===== src/rtl/pll_seq_pkg.sv =====
package pll_seq_pkg;

  typedef enum logic [1:0] {
    MODE_PLL = 2'd0,
    MODE_ONE = 2'd1,
    MODE_EXT = 2'd2,
    MODE_RSV = 2'd3
  } clk_mode_e;

  typedef enum logic [1:0] {
    ST_IDLE = 2'd0,
    ST_STEP = 2'd1,
    ST_MFD  = 2'd2,
    ST_WAIT = 2'd3
  } seq_state_e;

endpackage


===== src/rtl/pll_req_check.sv =====
module pll_req_check #(
  parameter int FW        = 3,
  parameter int NUM_W     = FW + 2,
  parameter int MAX_RATIO = 8
) (
  input  logic [FW-1:0] mfd_i,
  input  logic [FW-1:0] rfd_i,
  output logic          ok_o
);
  localparam int SPAN = 1 << FW;

  logic [31:0] lim_tab [SPAN];
  logic [31:0] num;

  // ceiling per post divider setting: MAX_RATIO scaled by 2^rfd
  for (genvar g = 0; g < SPAN; g++) begin : g_lim
    assign lim_tab[g] = 32'(MAX_RATIO) << g;
  end

  always_comb begin
    num  = 32'(2 * (int'(mfd_i) + 2));
    ok_o = (num <= lim_tab[rfd_i]);
  end

endmodule


===== src/rtl/pll_seq_fsm.sv =====
module pll_seq_fsm
  import pll_seq_pkg::*;
#(
  parameter int          FW      = 3,
  parameter logic [FW-1:0] RST_MFD = '0,
  parameter logic [FW-1:0] RST_RFD = FW'(1)
) (
  input  logic          clk_i,
  input  logic          rst_i,
  input  logic          wr_en_i,
  input  logic [FW-1:0] wr_mfd_i,
  input  logic [FW-1:0] wr_rfd_i,
  input  logic          req_ok_i,
  input  logic          lock_i,
  output logic [FW-1:0] mfd_o,
  output logic [FW-1:0] rfd_o,
  output logic          busy_o,
  output logic          done_o,
  output logic          err_o
);
  localparam logic [FW-1:0] RFD_TOP = '1;

  seq_state_e    state;
  logic [FW-1:0] tgt_mfd;
  logic [FW-1:0] tgt_rfd;
  logic [FW-1:0] step_rfd;

  // one step coarser than the target, held at the top code
  always_comb step_rfd = (tgt_rfd == RFD_TOP) ? RFD_TOP : tgt_rfd + FW'(1);

  always_ff @(posedge clk_i) begin
    if (rst_i) begin
      state   <= ST_IDLE;
      tgt_mfd <= RST_MFD;
      tgt_rfd <= RST_RFD;
      mfd_o   <= RST_MFD;
      rfd_o   <= RST_RFD;
      busy_o  <= 1'b0;
      done_o  <= 1'b0;
      err_o   <= 1'b0;
    end else begin
      done_o <= 1'b0;
      err_o  <= 1'b0;
      unique case (state)
        ST_IDLE: begin
          if (wr_en_i) begin
            if (req_ok_i) begin
              tgt_mfd <= wr_mfd_i;
              tgt_rfd <= wr_rfd_i;
              busy_o  <= 1'b1;
              state   <= ST_STEP;
            end else begin
              err_o <= 1'b1;
            end
          end
        end
        ST_STEP: begin
          rfd_o <= step_rfd;
          state <= ST_MFD;
        end
        ST_MFD: begin
          mfd_o <= tgt_mfd;
          state <= ST_WAIT;
        end
        ST_WAIT: begin
          if (lock_i) begin
            rfd_o  <= tgt_rfd;
            busy_o <= 1'b0;
            done_o <= 1'b1;
            state  <= ST_IDLE;
          end
        end
        default: state <= ST_IDLE;
      endcase
    end
  end

  AST_IDLE_FIELDS_HOLD: assert property (@(posedge clk_i) disable iff (rst_i)
    (!busy_o && !wr_en_i) |=> ($stable(mfd_o) && $stable(rfd_o)));

  AST_WAIT_STEP_VALUES: assert property (@(posedge clk_i) disable iff (rst_i)
    (state == ST_WAIT) |-> (rfd_o >= tgt_rfd && mfd_o == tgt_mfd));

  AST_WAIT_HOLDS_BUSY: assert property (@(posedge clk_i) disable iff (rst_i)
    (state == ST_WAIT && !lock_i) |=> (busy_o && $stable(rfd_o)));

  AST_DONE_ENDS_BUSY: assert property (@(posedge clk_i) disable iff (rst_i)
    done_o |-> (!busy_o && $fell(busy_o)));

  AST_ERR_NO_START: assert property (@(posedge clk_i) disable iff (rst_i)
    err_o |-> (!busy_o && $stable(rfd_o) && $stable(mfd_o)));

  AST_ONE_PULSE: assert property (@(posedge clk_i) disable iff (rst_i)
    $onehot0({done_o, err_o}));

endmodule


===== src/rtl/pll_ratio_out.sv =====
module pll_ratio_out
  import pll_seq_pkg::*;
#(
  parameter int            FW      = 3,
  parameter int            NUM_W   = FW + 2,
  parameter logic [FW-1:0] RST_MFD = '0,
  parameter logic [FW-1:0] RST_RFD = FW'(1)
) (
  input  logic             clk_i,
  input  logic             rst_i,
  input  logic [1:0]       mode_i,
  input  logic [FW-1:0]    mfd_i,
  input  logic [FW-1:0]    rfd_i,
  output logic [NUM_W-1:0] num_o,
  output logic [FW-1:0]    exp_o
);
  logic [NUM_W-1:0] num_nx;
  logic [FW-1:0]    exp_nx;
  logic [FW-1:0]    mfd_sel;
  logic [FW-1:0]    rfd_sel;

  always_comb begin
    mfd_sel = rst_i ? RST_MFD : mfd_i;
    rfd_sel = rst_i ? RST_RFD : rfd_i;
    unique case (clk_mode_e'(mode_i))
      MODE_ONE: begin
        num_nx = NUM_W'(1);
        exp_nx = '0;
      end
      MODE_EXT: begin
        num_nx = NUM_W'(1);
        exp_nx = FW'(1);
      end
      default: begin
        num_nx = NUM_W'(2 * (int'(mfd_sel) + 2));
        exp_nx = rfd_sel;
      end
    endcase
  end

  always_ff @(posedge clk_i) begin
    num_o <= num_nx;
    exp_o <= exp_nx;
  end

  AST_ONE_TO_ONE_UNITY: assert property (@(posedge clk_i) disable iff (rst_i)
    (!$past(rst_i) && $past(mode_i) == 2'd1) |-> (num_o == NUM_W'(1) && exp_o == '0));

  AST_EXT_HALF: assert property (@(posedge clk_i) disable iff (rst_i)
    (!$past(rst_i) && $past(mode_i) == 2'd2) |-> (num_o == NUM_W'(1) && exp_o == FW'(1)));

  AST_PLL_NUM_EVEN: assert property (@(posedge clk_i) disable iff (rst_i)
    (!$past(rst_i) && ($past(mode_i) == 2'd0 || $past(mode_i) == 2'd3))
      |-> (num_o[0] == 1'b0 && num_o >= NUM_W'(4)));

endmodule


===== src/rtl/pll_div_seq.sv =====
module pll_div_seq #(
  parameter int FW        = 3,
  parameter int MAX_RATIO = 8,
  parameter int RST_MFD   = 0,
  parameter int RST_RFD   = 1,
  localparam int NUM_W    = FW + 2
) (
  input  logic             clk_i,
  input  logic             rst_i,
  input  logic             wr_en_i,
  input  logic [FW-1:0]    wr_mfd_i,
  input  logic [FW-1:0]    wr_rfd_i,
  input  logic             lock_i,
  input  logic [1:0]       mode_i,
  output logic [FW-1:0]    mfd_o,
  output logic [FW-1:0]    rfd_o,
  output logic             busy_o,
  output logic             done_o,
  output logic             err_o,
  output logic [NUM_W-1:0] ratio_num_o,
  output logic [FW-1:0]    ratio_exp_o
);
  localparam logic [FW-1:0] R_MFD = FW'(RST_MFD);
  localparam logic [FW-1:0] R_RFD = FW'(RST_RFD);

  logic req_ok;

  pll_req_check #(
    .FW(FW), .NUM_W(NUM_W), .MAX_RATIO(MAX_RATIO)
  ) chk_i (
    .mfd_i (wr_mfd_i),
    .rfd_i (wr_rfd_i),
    .ok_o  (req_ok)
  );

  pll_seq_fsm #(
    .FW(FW), .RST_MFD(R_MFD), .RST_RFD(R_RFD)
  ) fsm_i (
    .clk_i    (clk_i),
    .rst_i    (rst_i),
    .wr_en_i  (wr_en_i),
    .wr_mfd_i (wr_mfd_i),
    .wr_rfd_i (wr_rfd_i),
    .req_ok_i (req_ok),
    .lock_i   (lock_i),
    .mfd_o    (mfd_o),
    .rfd_o    (rfd_o),
    .busy_o   (busy_o),
    .done_o   (done_o),
    .err_o    (err_o)
  );

  pll_ratio_out #(
    .FW(FW), .NUM_W(NUM_W), .RST_MFD(R_MFD), .RST_RFD(R_RFD)
  ) ratio_i (
    .clk_i  (clk_i),
    .rst_i  (rst_i),
    .mode_i (mode_i),
    .mfd_i  (mfd_o),
    .rfd_i  (rfd_o),
    .num_o  (ratio_num_o),
    .exp_o  (ratio_exp_o)
  );

  AST_REFUSE_FLAG: assert property (@(posedge clk_i) disable iff (rst_i)
    (!busy_o && wr_en_i && !req_ok) |=> err_o);

  AST_BUSY_WRITE_QUIET: assert property (@(posedge clk_i) disable iff (rst_i)
    (busy_o && wr_en_i) |=> !err_o);

endmodule


===== config.mk =====
export PLATFORM = sky130hd
export DESIGN_NAME = pll_div_seq
export DESIGN_NICKNAME = d
export VERILOG_FILES = /design/src/rtl/pll_seq_pkg.sv /design/src/rtl/pll_req_check.sv /design/src/rtl/pll_seq_fsm.sv /design/src/rtl/pll_ratio_out.sv /design/src/rtl/pll_div_seq.sv
export SDC_FILE = /design/constraint.sdc
export NUM_CORES = 1
export LEC_CHECK = 0
export BUFFER_PORTS_ARGS = -buffer_cell sky130_fd_sc_hd__buf_2
export CORE_MARGIN = 1
export CORE_UTILIZATION = 45
export DETAILED_ROUTE_END_ITERATION = 8
export PLACE_DENSITY = 0.72
export SLEW_MARGIN = 10
export SYNTH_ARGS = -nofsm -noshare
export SYNTH_HDL_FRONTEND = slang
export SYNTH_SLANG_ARGS = --single-unit

===== constraint.sdc =====
create_clock -name clk_i -period 1.7 [get_ports clk_i]
set_input_delay 0.17 -clock clk_i [delete_from_list [all_inputs] [get_ports clk_i]]
set_output_delay 0.17 -clock clk_i [all_outputs]
set_load 0.01 [all_outputs]

Yosys cells after proc, flatten, opt, wreduce, memory -nomap -nowiden
Memories as Yosys holds them, arrays and structs flattened.
Cells that the tools add are included.
{ "totals": {"inputBits": 12, "romBits": 256, "reg_bits": 25, "latchBits": 0, "memories": 1, "ram_bits": 0} }
{ "classes": {"n_bitwise": 4, "magnitude_cmp": 2, "shifts": 0, "addsub": 3, "eq_ne": 9, "n_mul": 0, "reduce_logical": 10, "n_div": 0, "n_mux": 19} }
{ "memory_table": {"columns": ["name", "depth", "word_bits", "rd", "rd_clocked_by_memory_dff", "wr", "line_no", "source"], "rows": [
  ["(no name shown)", 8, 32, 1, 0, 0, "pll_req_check.sv:22", "ok_o = (num <= lim_tab[rfd_i]);"]
]} }
{ "ops": {"columns": ["operator", "n"], "rows": [
  ["32-bit two-way mux", 2],
  ["32-bit <= comparator", 1],
  ["3-bit two-way mux", 4],
  ["3-bit one-hot mux with 2 select lines", 2],
  ["3-bit by 2-bit adder with 4-bit output, second input constant", 2],
  ["2-bit one-hot mux with 4 select lines", 1],
  ["2-bit == test, second input constant", 3],
  ["1-bit two-way mux", 6],
  ["2-bit two-way mux", 3],
  ["2-bit inequality test, second input constant", 3],
  ["3-bit AND reduction", 2],
  ["2-bit by 1-bit == test with 1-bit output, second input constant", 2],
  ["4-bit >= comparator, second input constant", 1],
  ["3-bit inverter with 4-bit output", 1],
  ["4-bit AND reduction", 1],
  ["2-bit nonzero test", 2],
  ["2-bit OR reduction", 2],
  ["3-bit by 1-bit adder with 3-bit output, second input constant", 1],
  ["3-bit == test, second input constant", 1],
  ["1-bit inverter", 3],
  ["3-bit OR reduction", 1],
  ["2-bit logical NOT", 1],
  ["1-bit one-hot mux with 2 select lines", 1],
  ["2-bit AND reduction", 1]
]} }

Depth between registers and ports, before layout
Gate-level depths: netlist of the first run.
{ "logic_depth": {"word_depth": 8, "mapped_depth": 8, "depth_no_buf": 7} }

Hierarchy
A second synthesis of the first run with hierarchy kept.
{ "unflattened": {"hier_cells": 117, "hier_area_um2": 1167.4} }
{ "modules_own_cells": {"columns": ["module", "n_inst", "cells_each", "area_per_inst_um2", "seq_area_each_um2"], "rows": [
  ["pll_seq_fsm", 1, 80, 784.5, 340.3],
  ["pll_ratio_out", 1, 25, 282.8, 160.2],
  ["pll_req_check", 1, 12, 100.1, 0.0]
]} }

Worst setup path after synthesis of the first run
Ideal clock, no wire load.
{ "synth_path": {"path_kind": "input to register", "from": "input wr_rfd_i[2]", "to": "register fsm_i.state[0]", "n_path_buf": 0, "t_arrival_ps": 1619, "required_time_ps": 1584, "setup_ps": 116, "setup_slack_ps": -35, "path_stages": 7, "cell_sequence": "nor2_1 > nand2_1 > ha_1 > nor2b_4 > o2111a_2 > or4_1 > o211a_1"} }
{ "synth_via": {"elab_chain_cells": 7} }
{ "synth_lines": {"columns": ["item", "line_no", "source"], "rows": [
  ["from (decl)", "pll_div_seq.sv:12", "input logic [FW-1:0] wr_rfd_i,"],
  ["3-bit inverter with 4-bit output (not written as such)", "pll_req_check.sv:22", null],
  ["memory 8 x 32 bit", null, null],
  ["32-bit two-way mux (not written as such) (2 in series)", "pll_req_check.sv:22", null],
  ["32-bit <= comparator", "pll_req_check.sv:22", null],
  ["2-bit inequality test (no line)", null, null],
  ["3-bit AND reduction (no line)", null, null],
  ["to (signal assigned)", "pll_seq_fsm.sv:33", "state <= ST_IDLE;"],
  ["to (signal assigned)", "pll_seq_fsm.sv:51", "state <= ST_STEP;"],
  ["to (signal assigned)", "pll_seq_fsm.sv:59", "state <= ST_MFD;"],
  ["to (decl)", "pll_seq_fsm.sv:23", "seq_state_e state;"]
]} }
No other way between the ends. The select of a mux whose other input is x is not followed.
A chain may end at the register's enable or synchronous reset.

Worst setup path in the final report of the first run
{ "layout_path": {"from": "register fsm_i.state[1]", "to": "register fsm_i.state[0]"} }
{ "layout_via": {"elab_chain_cells": 3} }
{ "layout_lines": {"columns": ["item", "line_no", "source"], "rows": [
  ["2-bit == test / 2-bit logical NOT (equally long branches)", "pll_seq_fsm.sv:44", "unique case (state)"],
  ["2-bit inequality test (no line)", null, null],
  ["3-bit AND reduction (no line)", null, null]
]} }
Several ways; a longest one is shown, not always the timed one.

==> results of run 1 <==
## sequential cells by signal (all words and copies together), names as in the netlist
register       cells
fsm_i.tgt_mfd      3
fsm_i.busy_o       1
fsm_i.state        2
fsm_i.err_o        1
fsm_i.tgt_rfd      3
ratio_i.exp_o      3
fsm_i.done_o       1
fsm_i.mfd_o        3
fsm_i.rfd_o        3
ratio_i.num_o      5
## what timing repair did
| action | CTS | global route |
|---|---|---|
| gates resized for setup | 0 | 2 |
| buffers inserted | 0 | 0 |
| endpoints found under the setup margin | 0 | 2 |
## through the flow
step	instances	setup slack, ps	TNS (ps)	power (mW)
after floorplan	121	2.91	0	1.24
final	186	96.4	0	1.71
after global routing	186	8.73	0	1.85
after global placement	182	-139	-233	1.43
after CTS	186	21.0	0	1.72
after detailed placement	182	-195	-342	1.46
## metal layers
layer | up-vias | part of all wire [%] | GRT usage [%]
li1 | 487 | - | -
met1 | 430 | 46 | 21.8
met2 | 23 | 49 | 32.5
met3 | 2 | 3.6 | 3.48
met4 | 0 | 0.87 | 6.58
met5 | - | 0 | 0
## cells in the mapped netlist (2+ instances only)
cell type  instances
dfxtp_1           25
nor2_1            14
nand2_1           13
ha_1              12
inv_1              8
mux2i_1            7
a21oi_1            4
nor2b_1            4
nor3_1             4
clkbuf_1           3
o21ai_0            3
and2_1             2
and3_1             2
or3b_2             2
## layout make-up
cell class              instances  area [um^2]  area share (%)
clock buffers                   3         22.5            1.61
inverters                       8         30.0            2.14
repair buffers                 37          208            14.8
clock inverters                 1         5.00           0.357
flip-flops and latches         25          502            35.8
multi-input cells              84          601            42.8
well taps                      28         35.0            2.50
## cells in the final DEF, fill, tap and decap left out, drive strengths merged, types with 2 or more instances in the layout
| cell type | count |
|---|---|
| a21oi | 4 |
| and2 | 2 |
| and3 | 2 |
| buf | 37 |
| clkbuf | 3 |
| dfxtp | 25 |
| ha | 12 |
| inv | 8 |
| mux2i | 7 |
| nand2 | 13 |
| nor2 | 14 |
| nor2b | 5 |
| nor3 | 4 |
| o21ai | 3 |
| or3b | 2 |
## power by group through the flow
stage / Sequential, mW / Clock (mW) / Combinational (mW)
4_1_cts: 0.774 / 0.273 / 0.673
2_1_floorplan: 0.813 / 0 / 0.427
3_5_place_dp: 0.786 / 0 / 0.671
5_1_grt: 0.792 / 0.294 / 0.765
6_report: 0.776 / 0.261 / 0.671
3_3_place_gp: 0.783 / 0 / 0.647
## kinds of logic (layout without fill, tap and decap cells)
group / Yosys count / in the layout / synth area share [%]
AND/OR/NAND/NOR: 48 / 48 / 21.9
flip-flops: 25 / 25 / 44.0
multiplexers: 7 / 7 / 6.16
adder cells (fa/ha/maj): 12 / 12 / 13.2
AO/OA/AOI/OAI: 17 / 17 / 10.7
buffers and inverters: 12 / 49 / 4.07
## worst paths after layout
| kind | start | to | slack, ps | cells past startpoint |
|---|---|---|---|---|
| worst max-delay path | fsm_i.state[1]$_SDFFE_PP0P_ | fsm_i.state[0]$_SDFFE_PP0P_ | 100 | 6 |
| worst min-delay path | wr_mfd_i[2] | fsm_i.tgt_mfd[2]$_SDFFE_PP0P_ | 100 | 3 |
| worst max register to register | fsm_i.state[1]$_SDFFE_PP0P_ | fsm_i.state[0]$_SDFFE_PP0P_ | 100 | 6 |
| worst min register to register | fsm_i.tgt_mfd[1]$_SDFFE_PP0P_ | fsm_i.tgt_mfd[1]$_SDFFE_PP0P_ | 480 | 2 |
## worst max-delay path, cell delays in order (launching register included)
cell,delay (ps)
dfxtp_2,360
inv_1,80
ha_2,190
nor2b_1,150
a21o_1,180
or4_1,400
o211a_1,130
==> flow_summary.yaml, run 1 <==
place:
  placedInstanceArea_mm2: 0.00137
  port-buffer-count: 28
  gp_congestion: 0.756
  hpwl_um: 1770
cells_and_area:
  nFillCells: 207
  design_area_mm2: 0.00140
  layout.nets: 183
  drive_gt1_share_pct: 31.0
  synthToLayoutAreaGrowth_pct: 23.3
  finalCoreUtilization_pct: 61.1
  antenna_cells: 0
timing:
  slew_violations: 0
  whs_ps: 98.7
  setup_viol_count_final: 0
  rsz0062_at_grt: "no"
  hold_viol_final: 0
  maxSlewHeadroom_pct: 74.9
  post-route-min-period_ps: 1600
  max_clock_freq_mhz: 624
  tightest_slew_ps: 376
  post-route-period-util_pct: 94.3
  fin_skew_ps: 5.11
status:
  status: "finished clean"
synth:
  yosys.area.top_type_share_pct: 44.0
  yosys-top-cells-area: "dfxtp_1, ha_1, mux2i_1"
  synth-seq-cells: 25
  yosys_warnings: 0
  ys_types: 32
  synth_area_leader_cell: "dfxtp_1"
  synth-edff-count: 0
  ys_async_sr_fraction_pct: 0
  syn_area_mm2: 0.00114
  synth_nets: 145
  yosysSeqAreaShare_pct: 44.0
  synthFlopType: "dfxtp_1"
  avgSynthCellArea_um2: 9.40
  syn_inst: 121
detailed_routing:
  via_per_inst: 5.06
  wl_per_cell_um: 11.8
  dr.pass1.iters: 4
  drtIter0Drc: 13
  num_vias: 942
  drc: 0
  postRouteAntennaNets: 0
  totalWireLength_um: 2190
floorplanning:
  rows: 17
  initial_core_util_pct: 49.5
  dieWidth_um: 52.3
  fp.coreArea_mm2: 0.00230
  design.die.area_mm2: 0.00273
  ios: 29
  die_height_um: 52.3
clock_tree:
  path_clk_slew_ps: 130
  hold_buffers: 0
  numCtsBuffers: 3
  clock_latency_ps: 320
  htree_levels: 1
  cts-root-buf: "clkbuf_4"
  clock-sinks: 25
  cts_tree: "built"
  cts_buffer_depth: 2
global_routing:
  first_global_vias: 855
  grt_max_degree: 19
  track_usage_pct: 18.3
  antenna_found_initial: 0
  grt-ovfl-total: 0
  grt_pass1_wl_um: 3690
power_and_ir_drop:
  p_per_area_mw_per_mm2: 1220
  peakVddDrop_v: 0.000680
  p_sw_mw: 0.587
  power.leakage_nw: 0.694
  p_int_mw: 1.12
  seqPwrFrac_pct: 45.4
  pwr-share-comb_pct: 39.3
  p_sw_share_pct: 34.4
  clkPwrFrac_pct: 15.3
setup_path:
  worst-path-max-fanout: 4
  worstSetupEndpointType: "flop"
  crit_type: "reg -> reg"
  required_ps: 1930
  cp-start-kind: "flop"
  crit_arrival_ps: 1830
worst_hold_path:
  hp-class: "in -> reg"
flow_run:
  cap_violations: 0
Power figures use the tool's default switching activity.
==> run 2, diff against run 1 <==
--- a/config.mk
+++ b/config.mk
@@ -5,6 +5,7 @@
 export SDC_FILE = /design/constraint.sdc
 export NUM_CORES = 1
 export LEC_CHECK = 0
+export ABC_AREA = 1
 export BUFFER_PORTS_ARGS = -buffer_cell sky130_fd_sc_hd__buf_2
 export CORE_MARGIN = 1
 export CORE_UTILIZATION = 45
==> flow_summary.yaml, run 2 <==
status:
  status: "finished clean"
timing:
  rsz0062_at_grt: "no"
  setup-tns-final_ps: 0
  fin_ws_ps: 398
  max_clock_freq_mhz: 768
  fin_skew_ps: 3.65
  maxSlewHeadroom_pct: 75.6
  post-route-min-period_ps: 1300
  tightest_slew_ps: 365
  setup_viol_count_final: 0
  slew_violations: 0
  hold_viol_final: 0
  post-route-period-util_pct: 76.6
flow_run:
  cap_violations: 0
power_and_ir_drop:
  p_sw_mw: 0.666
  p_int_mw: 1.10
  peakVddDrop_v: 0.000671
  p_sw_share_pct: 37.7
  clkPwrFrac_pct: 14.4
  seqPwrFrac_pct: 46.2
  p_per_area_mw_per_mm2: 1310
  pwr-share-comb_pct: 39.4
  finalPower_mw: 1.77
  power.leakage_nw: 0.734
synth:
  synthAdderAreaFrac_pct: 13.0
  synth_common_cells: "inv_1, dfxtp_1, nand2_1"
  synth_nets: 174
  ys_types: 21
  syn_inst: 150
  synth-simple-area-share_pct: 23.5
  yosys_warnings: 0
  syn_area_mm2: 0.00116
  yosys-top-cells-area: "dfxtp_1, ha_1, inv_1"
  yosysMostFrequentCell: "inv_1"
  yosysSeqAreaShare_pct: 43.2
  synth_top_family_by_area: "simple AND/OR/NAND/NOR gates"
  avgSynthCellArea_um2: 7.72
  synth-seq-cells: 25
  synth_compound_gate_area_share_pct: 10.2
  synth-edff-count: 0
  yosys.area.top_type_share_pct: 43.2
  synth-xor-area-share_pct: 0
  yosys-mux-area-fraction_pct: 0
  synth_area_leader_cell: "dfxtp_1"
  ys_async_sr_fraction_pct: 0
  synthFlopType: "dfxtp_1"
floorplanning:
  die_height_um: 52.7
  design.die.area_mm2: 0.00278
  initial_core_util_pct: 47.2
  ios: 29
  fp.coreArea_mm2: 0.00245
  dieWidth_um: 52.7
  rows: 18
worst_hold_path:
  hp-class: "in -> reg"
  hold_path_startpoint: "wr_rfd_i[0]"
cells_and_area:
  nFillCells: 222
  drive_gt1_share_pct: 21.7
  synthToLayoutAreaGrowth_pct: 16.2
  final_cell_mix: "buf_2, inv_1, nand2_1, dfxtp_1, nor2_1"
  largest_register_ffs: 5
  multi_input_area_um2: 541
  antenna_cells: 0
  final_common_cell: "buf_2"
  layout.nets: 205
  largest-register: "ratio_i.num_o"
  regArea_um2: 500
clock_tree:
  cts_tree: "built"
  numCtsBuffers: 3
  cts_setup_buffers: 0
  htree_levels: 1
  path_clk_slew_ps: 120
  clock-sinks: 25
  cts-root-buf: "clkbuf_4"
  hold_buffers: 0
  cts_buffer_depth: 2
  clock_latency_ps: 310
  post_cts_resized: 0
detailed_routing:
  drc: 0
  num_vias: 1002
  postRouteAntennaNets: 0
  drtIter0Drc: 15
  dr.pass1.iters: 4
  totalWireLength_um: 2050
  wl_per_cell_um: 9.78
  via_per_inst: 4.77
setup_path:
  required_ps: 1920
  cp-start-kind: "flop"
  worstSetupEndpointType: "flop"
  worst-path-max-fanout: 8
  rr_startpoint: "fsm_i.state[0]$_SDFFE_PP0P_"
  worstSetupStartpoint: "fsm_i.state[0]$_SDFFE_PP0P_"
  crit_arrival_ps: 1520
  crit_type: "reg -> reg"
  rrSetupSlack_ps: 400
place:
  port-buffer-count: 28
  place_ws_ps: 112
  gp_congestion: 0.820
  hpwl_um: 1670
global_routing:
  antenna_found_initial: 0
  grt_max_degree: 16
  grt-ovfl-total: 0
  track_usage_pct: 16.8
  grt_pass1_wl_um: 3430
  first_global_vias: 900
-- run 2: changes by cell type in the layout (fill, tap and decap cells not counted), moves of 7 or more --
cell,previous run,this run
inv_1,8,26
nor2_1,13,22
mux2i_1,7,0
buf_4,9,0
o21ai_0,3,12
nand2_1,13,25
-- run 2: cell type report --
cell class / instances / share of cell area [%]
timing repair buffer: 28 / 10.4
inverter: 27 / 7.53
sequential: 25 / 37.2
clock buffer: 4 / 1.95
tap: 30 / 2.79
multi-input combinational: 96 / 40.1
-- run 2: critical path, cell delays in order (launching register included) --
cell and delay, ps:
dfxtp_1 380, inv_1 100, ha_1 250, nand2_1 100, inv_1 70, nand2_4 100, inv_2 60, nor2_1 90
nor2_1 50
-- run 2: power groups by stage --
stage                     clock network, mW  logic (mW)  registers [mW]
after floorplan                           0       0.462           0.864
after global placement                    0       0.678           0.824
after detailed placement                  0       0.700           0.832
after CTS                             0.269       0.704           0.817
after global routing                  0.297       0.799           0.839
final                                 0.255       0.697           0.817
-- run 2: through the flow --
step	instances	cell area [um^2]	hold WS (ps)	utilization (%)
3_3_place_gp	206	1320	406	53.8
3_5_place_dp	206	1320	417	53.8
4_1_cts	210	1350	79.1	54.8
2_1_floorplan	150	1160	283	-
6_report	210	1350	89.6	54.8
5_1_grt	210	1350	105	54.8
-- run 2: final timing paths --
| check | cells past startpoint | end |
|---|---|---|
| worst max-delay path | 8 | fsm_i.tgt_mfd[2]$_SDFFE_PP0P_ |
| worst min-delay path | 3 | fsm_i.tgt_rfd[0]$_SDFFE_PP1P_ |
| worst max register to register | 8 | fsm_i.tgt_mfd[2]$_SDFFE_PP0P_ |
| worst min register to register | 2 | ratio_i.exp_o[1]$_DFF_P_ |
-- run 2: cell families after synthesis --
kind of cell,Yosys count
simple gates,62
compound gates,22
buf+inv,29
flops,25
fa+ha+maj,12
-- run 2: layer usage --
metal | vias to the layer above | track usage [%] | part of all wire (%)
li1 | 530 | - | -
met1 | 437 | 19.3 | 48
met3 | 5 | 3.48 | 4.3
met4 | 0 | 7.89 | 1.7
met2 | 30 | 29.3 | 46
met5 | - | 0 | 0
==> run 3, diff against run 2 <==
--- a/config.mk
+++ b/config.mk
@@ -10,7 +10,7 @@
 export CORE_MARGIN = 1
 export CORE_UTILIZATION = 45
 export DETAILED_ROUTE_END_ITERATION = 8
-export PLACE_DENSITY = 0.72
+export PLACE_DENSITY = 0.69
 export SLEW_MARGIN = 10
 export SYNTH_ARGS = -nofsm -noshare
 export SYNTH_HDL_FRONTEND = slang
==> constraint.sdc (replaced) <==
create_clock -name clk_i -period 1.3 [get_ports clk_i]
set_input_delay 0.13 -clock clk_i [delete_from_list [all_inputs] [get_ports clk_i]]
set_output_delay 0.13 -clock clk_i [all_outputs]
set_load 0.01 [all_outputs]
==> flow_summary.yaml, run 3 (synthesis results as in run 2) <==
floorplanning:
  die_height_um: 52.7
  dieWidth_um: 52.7
  ios: 29
  rows: 18
  design.die.area_mm2: 0.00278
  initial_core_util_pct: 47.2
  fp.coreArea_mm2: 0.00245
detailed_routing:
  dr.pass1.iters: 6
  drc: 1
  via_per_inst: 4.83
  drtIter0Drc: 14
  wl_per_cell_um: 10.5
  totalWireLength_um: 2300
  num_vias: 1053
  postRouteAntennaNets: 0
clock_tree:
  numCtsBuffers: 3
  cts_buffer_depth: 2
  hold_buffers: 0
  clock-sinks: 25
  cts_tree: "built"
  path_clk_slew_ps: 140
  htree_levels: 1
  clock_latency_ps: 310
  cts-root-buf: "clkbuf_4"
cells_and_area:
  largest-register: "ratio_i.num_o"
  antenna_cells: 0
  multi_input_area_um2: 588
  finalCoreUtilization_pct: 59.5
  final_common_cell: "buf_2"
  regArea_um2: 503
  layout.nets: 213
  final_cell_mix: "buf_2, nand2_1, dfxtp_1"
  drive_gt1_share_pct: 31.9
  nFillCells: 235
  largest_register_ffs: 5
  synthToLayoutAreaGrowth_pct: 26.0
timing:
  fin_ws_ps: 39.1
  post-route-period-util_pct: 97.0
  slew_violations: 0
  setup-tns-final_ps: 0
  setup_viol_count_final: 0
  fin_skew_ps: 3.16
  hold_viol_final: 0
  rsz0062_at_grt: "yes"
  maxSlewHeadroom_pct: 74.2
  tightest_slew_ps: 387
  whs_ps: 104
  max_clock_freq_mhz: 793
  post-route-min-period_ps: 1260
status:
  status: "finished, violations left"
  violations: "DRC"
global_routing:
  first_global_vias: 971
  grt_max_degree: 16
  track_usage_pct: 19.4
  grt_pass1_wl_um: 4000
  antenna_found_initial: 0
  grt-ovfl-total: 0
place:
  hpwl_um: 1830
  gp_congestion: 0.802
  place_ws_ps: -209
  port-buffer-count: 28
setup_path:
  worstSetupEndpointType: "flop"
  slowest_delay_ps: 350
  crit_arrival_ps: 1520
  cp-start-kind: "flop"
  crit_buf_inv: 2
  worst-path-max-fanout: 5
  crit_type: "reg -> reg"
  slowest_stage: "dfxtp_2"
  crit_chain: "ha_1 -> inv_2 -> nand2_1 -> nand2_2 -> inv_1 -> a31oi_1 -> o21ai_1 -> nand3_1"
  required_ps: 1560
  path_delay_family: "flip-flops"
power_and_ir_drop:
  power.leakage_nw: 0.775
  peakVddDrop_v: 0.000914
  p_per_area_mw_per_mm2: 1700
worst_hold_path:
  hp-class: "in -> reg"
flow_run:
  cap_violations: 0
-- run 3: changes by cell type in the layout (fill, tap and decap cells not counted), sizes merged --
cell	previous run	this run
clkinv	0	1
clkbuf	4	3
buf	28	36
-- run 3: timing repair --
| action | CTS | global route |
|---|---|---|
| buffers inserted | 0 | 2 |
| endpoints found under the hold margin | 0 | 0 |
| pin swaps | 0 | 1 |
| gates resized for setup | 2 | 7 |
| cloned | 0 | 0 |
| setup endpoints to repair | 3 | 13 |
-- run 3: final cells by class --
type | count | area share, %
clock inverter | 1 | 0.343
multi-input combinational | 96 | 40.3
sequential | 25 | 34.4
timing repair buffer | 36 | 13.7
tap | 30 | 2.57
clock buffer | 3 | 1.54
inverter | 27 | 7.11
-- run 3: final timing paths --
path | from | endpoint | slack (ps) | cells after the start
setup / recovery | fsm_i.state[0]$_SDFFE_PP0P_ | fsm_i.rfd_o[0]$_SDFFE_PP1P_ | 40 | 8
hold / removal | wr_mfd_i[2] | fsm_i.tgt_mfd[2]$_SDFFE_PP0P_ | 100 | 3
setup reg to reg | fsm_i.state[0]$_SDFFE_PP0P_ | fsm_i.rfd_o[0]$_SDFFE_PP1P_ | 40 | 8
hold reg to reg | fsm_i.rfd_o[1]$_SDFFE_PP0P_ | ratio_i.exp_o[1]$_DFF_P_ | 450 | 2
-- run 3: worst register-to-register path: cells and delay by family (launching register included) --
kind,cells,cell delay (ps)
flip-flops,1,350
AND/OR/NAND/NOR,3,260
adder cells (fa/ha/maj),1,240
AO/OA/AOI/OAI,2,220
buffers and inverters,2,160
-- run 3: per-layer routing --
layer | vias up | GRT usage (%) | routed length (um)
li1 | 550 | - | -
met1 | 479 | 22.8 | 1070
met2 | 24 | 35.4 | 1160
met3 | 0 | 3.48 | 67
met4 | 0 | 5.26 | 0
met5 | - | 0 | 0
-- run 3: power by group --
group | switching (mW) | internal (mW)
sequential | 0.106 | 0.967
clock | 0.226 | 0.115
combinational | 0.622 | 0.452
-- run 3: stage by stage --
stage	total power, mW	cells	area (um^2)
floorplan	1.74	150	1190
global placement	2.02	212	1400
detailed placement	2.07	212	1400
CTS	2.42	216	1430
global route	2.73	218	1460
finish	2.49	218	1460
